### src/rtl/spi16_pkg.sv
package spi16_pkg;
  localparam int unsigned WORD_W_DEF = 16;
  localparam int unsigned LANES      = 3;
  // lane positions inside the synchronizer vector
  localparam int unsigned LANE_SCLK  = 0;
  localparam int unsigned LANE_MOSI  = 1;
  localparam int unsigned LANE_SS    = 2;
endpackage

### src/rtl/spi16_sync.sv
module spi16_sync #(
  parameter int unsigned       W       = 3,
  parameter int unsigned       STAGES  = 2,
  parameter logic [W-1:0]      RST_VAL = '1
) (
  input  logic         clk_i,
  input  logic         rst_ni,
  input  logic [W-1:0] d_i,
  output logic [W-1:0] q_o
);
  for (genvar g = 0; g < W; g++) begin : g_lane
    logic [STAGES-1:0] chain_q;
    always_ff @(posedge clk_i or negedge rst_ni) begin
      if (!rst_ni) chain_q <= {STAGES{RST_VAL[g]}};
      else         chain_q <= {chain_q[STAGES-2:0], d_i[g]};
    end
    assign q_o[g] = chain_q[STAGES-1];
  end
endmodule

### src/rtl/spi16_edge.sv
module spi16_edge #(
  parameter int unsigned  W       = 2,
  parameter logic [W-1:0] RST_VAL = '1
) (
  input  logic         clk_i,
  input  logic         rst_ni,
  input  logic [W-1:0] lvl_i,
  output logic [W-1:0] fall_o
);
  logic [W-1:0] prev_q;
  always_ff @(posedge clk_i or negedge rst_ni) begin
    if (!rst_ni) prev_q <= RST_VAL;
    else         prev_q <= lvl_i;
  end
  assign fall_o = prev_q & ~lvl_i;
endmodule

### src/rtl/spi16_frame.sv
module spi16_frame #(
  parameter int unsigned WORD_W = 16,
  localparam int unsigned CNT_W = $clog2(WORD_W)
) (
  input  logic              clk_i,
  input  logic              rst_ni,
  input  logic              ss_i,
  input  logic              ss_fall_i,
  input  logic              sclk_fall_i,
  input  logic              mosi_i,
  output logic [WORD_W-1:0] word_o,
  output logic              valid_o
);
  localparam logic [CNT_W-1:0] LAST = CNT_W'(WORD_W - 1);

  logic              active_q;
  logic [CNT_W-1:0]  cnt_q;
  logic [WORD_W-1:0] shreg_q;
  logic [WORD_W-1:0] shift_nxt;

  assign shift_nxt = {shreg_q[WORD_W-2:0], mosi_i};

  always_ff @(posedge clk_i or negedge rst_ni) begin
    if (!rst_ni) begin
      active_q <= 1'b0;
      cnt_q    <= '0;
      shreg_q  <= '0;
      word_o   <= '0;
      valid_o  <= 1'b0;
    end else begin
      valid_o <= 1'b0;
      if (ss_fall_i) begin
        active_q <= 1'b1;
        cnt_q    <= '0;
      end else if (active_q && ss_i) begin
        active_q <= 1'b0;            // early release: drop partial word
      end else if (active_q && sclk_fall_i) begin
        shreg_q <= shift_nxt;
        cnt_q   <= cnt_q + 1'b1;
        if (cnt_q == LAST) begin
          word_o   <= shift_nxt;
          valid_o  <= 1'b1;
          active_q <= 1'b0;          // lock until next select fall
        end
      end
    end
  end

  p_valid_pulse_r3: assert property (@(posedge clk_i) disable iff (!rst_ni)
    valid_o |=> !valid_o);
  p_locked_shreg_r4: assert property (@(posedge clk_i) disable iff (!rst_ni)
    (!active_q && !ss_fall_i) |=> $stable(shreg_q));
  p_discard_r5: assert property (@(posedge clk_i) disable iff (!rst_ni)
    (active_q && ss_i && !ss_fall_i) |=> !valid_o);
  p_word_hold_r6: assert property (@(posedge clk_i) disable iff (!rst_ni)
    !valid_o |-> $stable(word_o));
  p_open_on_fall_r7: assert property (@(posedge clk_i) disable iff (!rst_ni)
    $rose(active_q) |-> $past(ss_fall_i));
endmodule

### src/rtl/spi16_rx.sv
module spi16_rx
  import spi16_pkg::*;
#(
  parameter int unsigned WORD_W      = WORD_W_DEF,
  parameter int unsigned SYNC_STAGES = 2
) (
  input  logic              clk_i,
  input  logic              rst_ni,
  input  logic              sclk_i,
  input  logic              mosi_i,
  input  logic              ss_ni,
  output logic [WORD_W-1:0] word_o,
  output logic              valid_o
);
  logic [LANES-1:0] raw, synced;
  logic [1:0]       falls;

  assign raw[LANE_SCLK] = sclk_i;
  assign raw[LANE_MOSI] = mosi_i;
  assign raw[LANE_SS]   = ss_ni;

  spi16_sync #(.W(LANES), .STAGES(SYNC_STAGES), .RST_VAL('1)) u_sync (
    .clk_i (clk_i),
    .rst_ni(rst_ni),
    .d_i   (raw),
    .q_o   (synced)
  );

  // bit 0: bit clock, bit 1: select
  spi16_edge #(.W(2), .RST_VAL(2'b11)) u_edge (
    .clk_i (clk_i),
    .rst_ni(rst_ni),
    .lvl_i ({synced[LANE_SS], synced[LANE_SCLK]}),
    .fall_o(falls)
  );

  spi16_frame #(.WORD_W(WORD_W)) u_frame (
    .clk_i      (clk_i),
    .rst_ni     (rst_ni),
    .ss_i       (synced[LANE_SS]),
    .ss_fall_i  (falls[1]),
    .sclk_fall_i(falls[0]),
    .mosi_i     (synced[LANE_MOSI]),
    .word_o     (word_o),
    .valid_o    (valid_o)
  );

  p_reset_idle_r1: assert property (@(posedge clk_i) disable iff (!rst_ni)
    (synced[LANE_SS] && !valid_o) |=> !valid_o);
endmodule

### config.mk
export PLATFORM = sky130hd
export DESIGN_NAME = spi16_rx
export DESIGN_NICKNAME = d
export VERILOG_FILES = /design/src/rtl/spi16_pkg.sv /design/src/rtl/spi16_sync.sv /design/src/rtl/spi16_edge.sv /design/src/rtl/spi16_frame.sv /design/src/rtl/spi16_rx.sv
export SDC_FILE = /design/constraint.sdc
export NUM_CORES = 1
export LEC_CHECK = 0
export BUFFER_PORTS_ARGS = -buffer_cell sky130_fd_sc_hd__buf_2
export CAP_MARGIN = 20
export CORE_ASPECT_RATIO = 1.75
export CORE_MARGIN = 2
export CORE_UTILIZATION = 47
export DETAILED_ROUTE_END_ITERATION = 8
export PLACE_DENSITY_LB_ADDON = 0.12
export SLEW_MARGIN = 10
export SYNTH_ARGS = -nofsm -noshare
export SYNTH_HDL_FRONTEND = slang
export SYNTH_SLANG_ARGS = --single-unit
### constraint.sdc
create_clock -name clk_i -period 5.8 [get_ports clk_i]
set_clock_uncertainty 0.1 [all_clocks]
set_input_delay 1.45 -clock clk_i [delete_from_list [all_inputs] [get_ports clk_i]]
set_output_delay 1.45 -clock clk_i [all_outputs]
set_load 0.03 [all_outputs]
==> summary.md <==
| Metric | Value |
|---|---|
| Status | completed |
| CTS Root Buffer Type | clkbuf_8 |
| Area share of the leading cell type in the synthesized netlist | 0.5370 |
| Max Freq | between 400 and 500 MHz |
| TritonCTS clock tree | built |
| Setup crit end | word_o[1] |
| WP data arrival | a little under 0.9 ns |
| CP Launch Type | flip-flop |
| IO Count | 22 |
| Synth cell types | 23 |
| Peak VDD IR | between 0.00015 and 0.0002 V |
| Drt total wl | 2590 um |
| Post-synth top cells | dfrtp_1, mux2_2, mux2_4 |
| Lkg Pwr | approximately 0.001 uW |
| Mapped Nets | around 110 |
| Post-CTS Setup Inserts | 0 |
| CP max FO | 2 |
| Layout area overhead | 12.70% |
| DRC viols | 0 |
| Share of power burned in the clock network | 0.342 |
| CP Class | reg -> out |
| Int Power | about 410 uW |
| Net count, final | 133 |
| Synth area leaders | dfrtp_1, mux2_2, dfstp_2 |
| Rows | 29 |
| CP max stage delay | 0.40 ns |
| Slowest CP cell | dfrtp_1 |
| Warnings from Yosys | 0 |
| Seq cells post-synth | 45 |
| Largest area contributor in the synthesized netlist | dfrtp_1 |
| CTS max path bufs | 2 |
| Cell family with most CP delay | flip-flops |
| Crit path cell chain | buf_2 |
| Met1 WL | 1094 um |
| Largest net degree at the start of global routing | 46 |
| Flop-to-flop setup slack | slightly below 4 ns |
| Clock slew at reported path FFs | approximately 0.080 ns |
| PortBufs | 21 |
| Met3 wire length | ~97 um |
| Top Metal Used | met4 |
| Largest family of logic cells by synthesized area | multiplexers |
| CTS H-tree lvls | 2 |
| Multiplexer share of the synthesized area | 0.2279 |
| FFs w/ async S/R, synth | 1.000 |
| Post-DRT Antenna Nets | 0 |
| Worst-Margin Slew | roughly 0.96 ns |
| Fin crit share | 0.4173 |
| Critical path launch point | u_frame.word_o[1] |
| Post-synth EDFFs | 0 |
| Final setup TNS | 0 ns |
| Worst r2r src | u_frame.cnt_q[0] |
| CORE AREA | between 3000 and 4000 um^2 |
| Slew Limit Fails | 0 |
| Die ar. | 4188 um^2 |
| Wire per inst | approximately 15 um |
| Hold Crit Class | reg -> reg |
| Initial drt markers | 27 |
| Critical Path End Type | output port |
| Pwr per Cell Area | 269.6 nW/um^2 |
| Fin. Hold Viols | 0 |
| Initial core utilization | 0.4849 |
| Reg2reg path depth | 5 |
| First-pass GRT wire length | approximately 4400 um |
| Die width | between 40 and 50 um |
| Synthesized area per cell | about 17 um^2 |
| Share of cells above drive strength 1 | 0.5469 |
| RSZ-0062 raised after global routing | false |
| DR vias/cell | between 5 and 6 |
| Compound-Gate Fraction of Synth Area | 0.04499 |
| Psw | about 110 uW |
| GRT Total Usage | 0.1433 |
| Pre-CTS setup slack | ~3.4 ns |
| Number of fill cells | between 300 and 400 |
| Number of max-cap violations | 0 |
| Number of diodes | 0 |
| Flop pwr share | 0.629 |
| Switching share of power | 0.2107 |
| Die height | 84.12 um |
| Post-CTS sizing | 0 |
| Drt pass-1 iters | 3 |
| XOR/XNOR Fraction of Synth Area | 0.005080 |
| Vias in the first global route | around 920 |
| Worst Slack Setup Final | between 3 and 4 ns |
| Worst Path Buf+Inv | 1 |
| DP HPWL | approximately 1700 um |
| Post-layout minimum cycle time | around 2.4 ns |
| Num CTS Buffers | 5 |
| DR vias | 874 |
| Critical R2R Capture | u_frame.word_o[7] |
| Top-count cell post-synth | dfrtp_1 |
| CTS sink count | 45 |
| Worst skew pair latency | roughly 0.29 ns |
| Adder-cell share of the synthesized area | 0.007257 |
| Rel. slew slack | 0.3583 |
| Power share of the combinational group | 0.029 |
| Main synth FF type | dfrtp_1 |
| Metal2 WL | 1347 um |
| Sequential area share after synthesis | 0.6589 |
| Antenna violations before repair | 0 |
| Placer Congestion | approximately 0.67 |
| Hold-fix buffers, CTS | 0 |
| Worst Path Required | 4.25 ns |
| CP Depth | 1 |
| GRT overflow | 0 |
| Simple-gate share of the synthesized area | 0.03048 |
| Syn Inst Count | around 100 |
| Synthesized area | around 1700 um^2 |
| Final setup viols | 0 |
==> cell usage in the layout, fill, tap and decap left out <==
| master | n |
|---|---|
| nand2_1 | 1 |
| buf_4 | 1 |
| a2111oi_4 | 1 |
| or3_1 | 1 |
| nand4b_2 | 1 |
| clkbuf_8 | 5 |
| xor2_1 | 1 |
| o21ai_0 | 2 |
| mux2_2 | 22 |
| or4_2 | 1 |
| ha_1 | 1 |
| o2bb2ai_1 | 2 |
| dfrtp_1 | 37 |
| mux2_4 | 9 |
| a21oi_1 | 3 |
| a21o_1 | 1 |
| nand3_1 | 1 |
| dfstp_2 | 8 |
| inv_1 | 3 |
| clkinv_2 | 1 |
| clkbuf_1 | 2 |
| nand3b_1 | 1 |
| buf_2 | 21 |
| mux2i_1 | 1 |
| nor2b_1 | 1 |
==> final cells by class <==
class | count | area, um^2 | area share
inverters | 3 | 11.26 | 0.005795
flip-flops and latches | 45 | 1136 | 0.5847
multi-input cells | 50 | 544.3 | 0.2801
well taps | 46 | 57.56 | 0.02962
repair buffers | 22 | 112.6 | 0.05795
clock buffers | 7 | 76.32 | 0.03928
clock inverters | 1 | 5.005 | 0.002576
==> layer usage <==
layer | track usage | vias to the layer above
met4 | 0.06061 | 0
met2 | 0.2279 | 18
met3 | 0.05376 | 5
li1 | - | 409
met1 | 0.1725 | 442
met5 | 0 | -
==> sequential cells by signal, indices dropped and copies added, names as in the netlist <==
name,cells
u_frame.word_o,16
u_frame.shreg_q,15
u_sync.g_lane.chain_q,6
u_frame.cnt_q,4
u_edge.prev_q,2
u_frame.active_q,1
u_frame.valid_o,1
==> power by group through the flow <==
stage          Sequential, uW  Combinational [uW]  Clock (uW)
3_3_place_gp              335                14.9           0
6_report                  330                15.2         179
2_1_floorplan             333                8.45           0
5_1_grt                   331                17.6         204
4_1_cts                   330                16.0         187
3_5_place_dp              336                16.1           0
==> worst min-delay path by stage <==
stage	cells after the start	slack, ns	start	to
floorplan	0	0.25	u_sync.g_lane[0].chain_q[0]	u_sync.g_lane[0].chain_q[1]
global placement	0	0.25	u_sync.g_lane[2].chain_q[0]	u_sync.g_lane[2].chain_q[1]
detailed placement	0	0.25	u_sync.g_lane[2].chain_q[0]	u_sync.g_lane[2].chain_q[1]
CTS	0	0.26	u_sync.g_lane[2].chain_q[0]	u_sync.g_lane[2].chain_q[1]
global route	0	0.26	u_sync.g_lane[2].chain_q[0]	u_sync.g_lane[2].chain_q[1]
finish	0	0.26	u_sync.g_lane[2].chain_q[0]	u_sync.g_lane[2].chain_q[1]
==> kinds of logic (layout without fill, tap and decap cells) <==
logic type | count (synthesis) | count (layout)
AO/OA/AOI/OAI | 9 | 9
XOR/XNOR | 1 | 1
adder cells (fa/ha/maj) | 1 | 1
buffers and inverters | 7 | 33
flip-flops | 45 | 45
multiplexers | 32 | 32
AND/OR/NAND/NOR | 7 | 7
==> metrics by stage <==
stage	instance area (um^2)	hold WS, ns	power [uW]	instances	util
global placement	1862	0.2455	349.5	166	0.5236
finish	1943	0.2600	523.8	174	0.5464
global route	1943	0.2632	552.0	174	0.5464
detailed placement	1862	0.2515	351.7	166	0.5236
floorplan	1724	0.2452	341.2	102	-
CTS	1943	0.2624	532.8	174	0.5464
Note: power is estimated with default switching activity, not from simulation.
